## src/rtl/spi_dc_pkg.sv

```systemverilog
// Shared constants and pin bundle for the chainable serial register port.
// Assumes a command byte of one direction bit followed by the address.
package spi_dc_pkg;
    localparam int CMD_W = 8;

    // Raw serial pins grouped for a single synchronizer.
    typedef struct packed {
        logic sdi;
        logic sclk;
        logic sync_n;
    } spi_pins_t;

    localparam int PINS_W = $bits(spi_pins_t);
endpackage

```

## src/rtl/spi_dc_sync.sv

```systemverilog
// Two-stage synchronizer for a bundle of asynchronous pins.
// Assumes every pin is slow compared with clk, so skew between bits is harmless.
module spi_dc_sync #(
    parameter int             WIDTH   = 3,
    parameter logic [WIDTH-1:0] RST_VAL = '0
) (
    input  logic             clk,
    input  logic             rst_n,
    input  logic [WIDTH-1:0] din,
    output logic [WIDTH-1:0] dout
);
    logic [WIDTH-1:0] stage1;

    // Two flops in series per bit bring the pins into the clk domain.
    always_ff @(posedge clk) begin
        if (!rst_n) begin
            stage1 <= RST_VAL;
            dout   <= RST_VAL;
        end else begin
            stage1 <= din;
            dout   <= stage1;
        end
    end
endmodule

```

## src/rtl/spi_dc_frame.sv

```systemverilog
// Frame engine: detects edges, shifts input, counts edges modulo the word
// length, checks the frame at its end, and drives the serial output and its enable.
// Assumes synchronized pins and a serial clock that idles low.
module spi_dc_frame #(
    parameter int DATA_W = 16,
    parameter int ADDR_W = 7
) (
    input  logic              clk,
    input  logic              rst_n,
    input  logic              sync_n_s,
    input  logic              sclk_s,
    input  logic              sdi_s,
    input  logic [DATA_W-1:0] rd_data,
    output logic              sdo,
    output logic              sdo_oe,
    output logic              wr_en,
    output logic [ADDR_W-1:0] wr_addr,
    output logic [DATA_W-1:0] wr_data,
    output logic [ADDR_W-1:0] rd_addr
);
    localparam int CMD_W   = 1 + ADDR_W;
    localparam int FRAME_W = CMD_W + DATA_W;
    localparam int CNT_W   = $clog2(FRAME_W + 1);
    localparam logic [CNT_W-1:0] LAST_POS = CNT_W'(FRAME_W - 1);
    localparam logic [CNT_W-1:0] FULL_POS = CNT_W'(FRAME_W);
    localparam logic [CNT_W-1:0] HDR_POS  = CNT_W'(CMD_W);

    logic               sclk_q, sync_q;
    logic               sclk_rise, sclk_fall, sync_fall, sync_rise, in_frame;
    logic [FRAME_W-1:0] sr, preload;
    logic [CNT_W-1:0]   mod_cnt, out_pos;
    logic               got_edge, armed, frame_ok, is_rd, sdo_q;
    logic [ADDR_W-1:0]  arm_addr;

    assign sclk_rise = sclk_s & ~sclk_q;
    assign sclk_fall = ~sclk_s & sclk_q;
    assign sync_fall = ~sync_n_s & sync_q;
    assign sync_rise = sync_n_s & ~sync_q;
    assign in_frame  = ~sync_n_s;
    assign frame_ok  = got_edge && (mod_cnt == '0);
    assign is_rd     = sr[FRAME_W-1];
    assign preload   = armed ? {{CMD_W{1'b0}}, rd_data} : '0;

    // Keep the previous pin levels for edge detection.
    always_ff @(posedge clk) begin
        if (!rst_n) begin
            sclk_q <= 1'b0;
            sync_q <= 1'b1;
        end else begin
            sclk_q <= sclk_s;
            sync_q <= sync_n_s;
        end
    end

    // Load read data at frame start, then shift input bits on falling edges.
    always_ff @(posedge clk) begin
        if (!rst_n)                      sr <= '0;
        else if (sync_fall)              sr <= preload;
        else if (in_frame && sclk_fall)  sr <= {sr[FRAME_W-2:0], sdi_s};
    end

    // Count falling edges modulo the word length, and note whether any edge occurred.
    always_ff @(posedge clk) begin
        if (!rst_n || sync_fall) begin
            mod_cnt  <= '0;
            got_edge <= 1'b0;
        end else if (in_frame && sclk_fall) begin
            mod_cnt  <= (mod_cnt == LAST_POS) ? '0 : mod_cnt + 1'b1;
            got_edge <= 1'b1;
        end
    end

    // Count output positions on rising edges; saturate once forwarding starts.
    always_ff @(posedge clk) begin
        if (!rst_n || sync_fall)
            out_pos <= '0;
        else if (in_frame && sclk_rise && got_edge && out_pos != FULL_POS)
            out_pos <= out_pos + 1'b1;
    end

    // Output bit: first bit at frame start, later bits after each rising edge.
    always_ff @(posedge clk) begin
        if (!rst_n)                                  sdo_q <= 1'b0;
        else if (sync_fall)                          sdo_q <= preload[FRAME_W-1];
        else if (in_frame && sclk_rise && got_edge)  sdo_q <= sr[FRAME_W-1];
    end

    // At frame end, arm a read if the frame is valid and carries a read command; otherwise clear the flag.
    always_ff @(posedge clk) begin
        if (!rst_n) begin
            armed    <= 1'b0;
            arm_addr <= '0;
        end else if (sync_rise) begin
            armed <= frame_ok && is_rd;
            if (frame_ok && is_rd)
                arm_addr <= sr[FRAME_W-2 -: ADDR_W];
        end
    end

    // Write strobe and fields go to the register bank.
    assign wr_en   = sync_rise && frame_ok && !is_rd;
    assign wr_addr = sr[FRAME_W-2 -: ADDR_W];
    assign wr_data = sr[DATA_W-1:0];
    assign rd_addr = arm_addr;

    // Drive in the data field of an armed read, and in every forwarding position.
    assign sdo    = sdo_q;
    assign sdo_oe = in_frame && ((out_pos == FULL_POS) || (armed && out_pos >= HDR_POS));

    AST_MOD_RANGE: assert property (@(posedge clk) disable iff (!rst_n)
        mod_cnt <= LAST_POS);
    AST_IDLE_HIZ: assert property (@(posedge clk) disable iff (!rst_n)
        $rose(sync_n_s) |=> !sdo_oe);
    AST_ARM_VALID: assert property (@(posedge clk) disable iff (!rst_n)
        $rose(armed) |-> $past(sync_rise && got_edge && mod_cnt == '0));
    AST_SHIFT_HOLD: assert property (@(posedge clk) disable iff (!rst_n)
        (!in_frame && !sync_fall) |=> $stable(sr));
endmodule

```

## src/rtl/spi_dc_regbank.sv

```systemverilog
// Bank of 16-bit registers with one write port and one combinational read port.
// Assumes a write strobe that lasts one cycle; addresses past the bank return zero.
module spi_dc_regbank #(
    parameter int DATA_W   = 16,
    parameter int ADDR_W   = 7,
    parameter int NUM_REGS = 8
) (
    input  logic              clk,
    input  logic              rst_n,
    input  logic              wr_en,
    input  logic [ADDR_W-1:0] wr_addr,
    input  logic [DATA_W-1:0] wr_data,
    input  logic [ADDR_W-1:0] rd_addr,
    output logic [DATA_W-1:0] rd_data
);
    localparam int IDX_W = (NUM_REGS > 1) ? $clog2(NUM_REGS) : 1;
    localparam logic [ADDR_W-1:0] TOP_ADDR = ADDR_W'(NUM_REGS);

    logic [DATA_W-1:0] regs [NUM_REGS];

    for (genvar i = 0; i < NUM_REGS; i++) begin : g_reg
        // Load this register when the strobe carries its address.
        always_ff @(posedge clk) begin
            if (!rst_n)
                regs[i] <= '0;
            else if (wr_en && wr_addr == ADDR_W'(i))
                regs[i] <= wr_data;
        end

        AST_REG_HOLD: assert property (@(posedge clk) disable iff (!rst_n)
            !(wr_en && wr_addr == ADDR_W'(i)) |=> $stable(regs[i]));
    end

    // Return the selected register, or zero when the address has no register.
    always_comb begin
        rd_data = '0;
        if (rd_addr < TOP_ADDR)
            rd_data = regs[rd_addr[IDX_W-1:0]];
    end
endmodule

```

## src/rtl/spi_dc_slave.sv

```systemverilog
// Top of the chainable serial register port: synchronizer, frame engine, register bank.
// Assumes clk is several times faster than the serial clock, and that a pull-up sits on the sdo pad.
module spi_dc_slave #(
    parameter int DATA_W   = 16,
    parameter int ADDR_W   = spi_dc_pkg::CMD_W - 1,
    parameter int NUM_REGS = 8
) (
    input  logic clk,
    input  logic rst_n,
    input  logic sync_n,
    input  logic sclk,
    input  logic sdi,
    output logic sdo,
    output logic sdo_oe
);
    import spi_dc_pkg::*;

    spi_pins_t         pins_raw, pins_s;
    logic              wr_en;
    logic [ADDR_W-1:0] wr_addr, rd_addr;
    logic [DATA_W-1:0] wr_data, rd_data;

    assign pins_raw = '{sdi: sdi, sclk: sclk, sync_n: sync_n};

    spi_dc_sync #(
        .WIDTH   (PINS_W),
        .RST_VAL (PINS_W'(3'b001))
    ) u_sync (
        .clk   (clk),
        .rst_n (rst_n),
        .din   (pins_raw),
        .dout  (pins_s)
    );

    spi_dc_frame #(
        .DATA_W (DATA_W),
        .ADDR_W (ADDR_W)
    ) u_frame (
        .clk      (clk),
        .rst_n    (rst_n),
        .sync_n_s (pins_s.sync_n),
        .sclk_s   (pins_s.sclk),
        .sdi_s    (pins_s.sdi),
        .rd_data  (rd_data),
        .sdo      (sdo),
        .sdo_oe   (sdo_oe),
        .wr_en    (wr_en),
        .wr_addr  (wr_addr),
        .wr_data  (wr_data),
        .rd_addr  (rd_addr)
    );

    spi_dc_regbank #(
        .DATA_W   (DATA_W),
        .ADDR_W   (ADDR_W),
        .NUM_REGS (NUM_REGS)
    ) u_regs (
        .clk     (clk),
        .rst_n   (rst_n),
        .wr_en   (wr_en),
        .wr_addr (wr_addr),
        .wr_data (wr_data),
        .rd_addr (rd_addr),
        .rd_data (rd_data)
    );
endmodule

```

## config.mk

```make
export PLATFORM = sky130hd
export DESIGN_NAME = spi_dc_slave
export DESIGN_NICKNAME = d
export VERILOG_FILES = /design/src/rtl/spi_dc_pkg.sv /design/src/rtl/spi_dc_sync.sv /design/src/rtl/spi_dc_frame.sv /design/src/rtl/spi_dc_regbank.sv /design/src/rtl/spi_dc_slave.sv
export SDC_FILE = /design/constraint.sdc
export NUM_CORES = 1
export LEC_CHECK = 0
export BUFFER_PORTS_ARGS = -buffer_cell sky130_fd_sc_hd__buf_2
export CAP_MARGIN = 20
export CORE_MARGIN = 5
export CORE_UTILIZATION = 40
export DETAILED_ROUTE_END_ITERATION = 10
export PLACE_DENSITY = 0.63
export SETUP_SLACK_MARGIN = 0.15
export SLEW_MARGIN = 25
export SYNTH_ARGS = -nofsm -noshare
export SYNTH_HDL_FRONTEND = slang
export SYNTH_SLANG_ARGS = --single-unit
export TNS_END_PERCENT = 10
```

## constraint.sdc

```tcl
create_clock -name clk -period 2.77 [get_ports clk]
set_clock_uncertainty 0.1 [all_clocks]
set_input_delay 0.1385 -clock clk [delete_from_list [all_inputs] [get_ports clk]]
set_output_delay 0.1385 -clock clk [all_outputs]
set_load 0.01 [all_outputs]
```

==> impl_metrics.yaml <==
synthesis:
  yosys.area.top_type_share_pct: 47.8
  synth-edff-count: 128
  synth_area_leaders: "edfxtp_1, dfxtp_1, and2_1"
  yosysMostFrequentCell: "and2_1"
  synth.distinct_cells: 35
  syn_nets: 663
  synth-seq-cells: 183
  synthFlopType: "edfxtp_1"
  syn-cell-area_um2: 8050
  yosys_warnings: 0
  synthCells: 654
  ys_top_cells_by_count: "and2_1, edfxtp_1, mux2i_1, dfxtp_1, o21ai_0"
  synth_top_area_cell: "edfxtp_1"
  ys_seq_area_share_pct: 61.5
  ys_async_sr_fraction_pct: 0
  syn_avg_cell_area_um2: 12.3
clock_tree:
  cts.path.max_buffers: 2
  cts_tree: "done"
  cts_buffers: 17
  root_buffer: "clkbuf_16"
  cts-htree-levels: 4
  cts_setup_buffers: 0
  clk_pin_slew_ps: 70
  insertion_delay_ps: 430
  numClockSinks: 183
  ctsResizeCount: 0
layout:
  finish.utilization_pct: 46.1
  syn_to_final_growth_pct: 12.7
  antennaDiodeCount: 0
  seq_area_um2: 4950
  nets: 677
  drive_gt1_share_pct: 11.2
  fill_cells: 1800
  multi_input_area_um2: 2880
place:
  place.gp.congestion: 0.773
  pre_cts_ws_ps: 336
  portBuffers: 6
  place_hpwl_um: 11300
pwr:
  power_per_cell_area_nw_per_um2: 619
  p_total_mw: 5.61
  switchingPower_mw: 1.28
  switching_share_pct: 22.9
  power_leakage_nw: 3.15
  p_clk_share_pct: 42.9
  seqPwrFrac_pct: 54.4
  p_int_mw: 4.33
  pwr-share-comb_pct: 2.7
  max-vdd-ir-drop_mv: 0.473
run_status:
  status: "complete, no violations"
drt:
  vias_per_cell: 5.26
  drc: 0
  wl_per_cell_um: 18.4
  routed_wirelength_um: 17400
  final_antenna_net_count: 0
  via_count: 4978
  drt-initial-drc-count: 614
  first_pass_iters: 5
global_route:
  grt_pass1_wl_um: 27800
  grtUsageMet3_pct: 2.93
  antenna_found_initial: 0
  grt_usage_pct: 15.3
  grt_remaining_overflow: 0
  top_usage_layer: "met2"
  grt_max_degree: 35
  use_met2_pct: 23.5
  met1_usage_pct: 21.9
  grt_pass1_vias: 4966
setup_path:
  path_max_fanout: 16
  cpMaxStageDelayCell: "or4_1"
  critical_path.endpoint: "u_regs.regs[0][8]"
  arrival_ps: 2660
  reg2regPathDepth: 6
  startpoint: "u_frame.mod_cnt[0]"
  rrSetupSlack_ps: 300
  reg2reg_from: "u_frame.mod_cnt[0]"
  max_stage_delay_ps: 770
  crit_chain: "inv_1, ha_1, nand4b_1, or4_1, nor3_4, and2_1"
  endpoint_kind: "flop"
  critPathLaunchType: "flop"
  reg2reg_to: "u_regs.regs[0][8]"
  worstPathRequired_ps: 2960
  criticalPathCategory: "reg2reg"
timing:
  rsz0062_at_grt: "false"
  finalHoldViolations: 0
  setup_viol: 0
  maxSlewHeadroom_pct: 46.7
  fmax_mhz: 404
  period_minus_slack_ps: 2470
  tightest_slew_ps: 800
  setup_slack_ps: 297
  report.final.slew_viol_count: 0
  finalCritPeriodShare_pct: 89.3
  finalSetupTns_ps: 0
floorplan:
  dieHeight_um: 152
  die_w_um: 152
  core_um2: 19700
  num_rows: 51
  die_area_um2: 23000
  io-pin-count: 7
  initial_utilization_pct: 40.9
min_path:
  min_path_type: "in2reg"
  min_from: "rst_n"
job:
  maxCapViolations: 0
-- cells by family (layout without fill, tap and decap cells) --
group                    count (synthesis)  in the layout  synth area share [%]
AND/OR/NAND/NOR                        237            237                  17.9
AO/OA/AOI/OAI                          106            106                  7.64
flip-flops                             183            183                  61.5
XOR/XNOR                                 6              6                 0.653
buffers and inverters                   47             74                  2.78
multiplexers                            71             71                  8.99
adder cells (fa/ha/maj)                  4              4                 0.622
-- through the flow --
step                      hold WS [ps]  cell area, um2  std cells
after floorplan                    140            8050        654
after global routing              94.0            9070        946
after CTS                         68.5            9070        946
after detailed placement           232            8450        911
after global placement             227            8450        911
final                             86.9            9070        946
-- worst min path at each step --
stage / endpoint / slack, ps / cells after the start
after global routing: u_frame.sync_q / 90 / 3
after global placement: u_sync.stage1[0] / 230 / 2
after detailed placement: u_sync.stage1[0] / 230 / 2
after floorplan: u_sync.stage1[0] / 140 / 1
final: u_frame.sync_q / 90 / 3
after CTS: u_frame.sync_q / 70 / 3
-- registers in the layout, summed over array words and instances (netlist names), named ones only --
signal            cells
u_sync.dout           3
u_frame.armed         1
u_sync.stage1         3
u_frame.rd_addr       7
u_frame.sclk_q        1
u_frame.got_edge      1
u_frame.mod_cnt       5
u_frame.sr           24
u_frame.sync_q        1
u_frame.sdo           1
u_regs.regs         128
u_frame.out_pos       5
-- power groups by stage --
stage          registers, mW  clock network, mW  logic (mW)
2_1_floorplan           3.09                  0      0.0898
3_3_place_gp            3.11                  0       0.144
3_5_place_dp            3.11                  0       0.147
4_1_cts                 3.05               2.44       0.150
5_1_grt                 3.06               2.56       0.164
6_report                3.05               2.41       0.150
-- routing by layer --
metal / vias to the layer above / share of wire [%]
li1: 2381 / -
met2: 126 / 46
met3: 16 / 5.6
met4: 0 / 1.2
met5: - / 0
met1: 2455 / 47
-- cell usage in the layout, fill, tap and decap left out, types with 2 or more instances in the layout --
master / count
and2_1: 134
edfxtp_1: 128
mux2i_1: 70
dfxtp_1: 53
o21ai_0: 34
a21oi_1: 31
a22oi_1: 31
nand2_1: 30
buf_4: 22
nand3_1: 20
nor2_1: 19
clkbuf_16: 17
inv_1: 8
o21ai_1: 8
nor3_4: 8
buf_2: 6
nand2b_1: 5
xor2_1: 5
nor2b_1: 4
nand4_1: 4
ha_1: 4
inv_6: 4
clkinv_4: 3
dlygate4sd3_1: 3
buf_12: 3
nor3_1: 2
nand4b_1: 2
dfxtp_2: 2
clkinv_8: 2
inv_8: 2
clkinvlp_4: 2
-- repair_timing --
| action | CTS | global route |
|---|---|---|
| setup endpoints to repair | 0 | 2 |
| endpoints found under the hold margin | 3 | 0 |
| hold buffers | 3 | 0 |
-- layout make-up --
class,instances,area share (%)
flip-flops and latches,183,54.6
clock buffers,17,4.69
inverters,8,0.331
clock inverters,15,1.83
repair buffers,34,3.15
multi-input cells,424,31.8
well taps,265,3.66
-- worst max-delay path: cells and delay by family (launching register included) --
family                   cells  cell delay (ps)
adder cells (fa/ha/maj)      1              170
flip-flops                   1              340
buffers and inverters        1               80
AND/OR/NAND/NOR              4             1650
No activity file was read; power rests on OpenSTA's default activity.
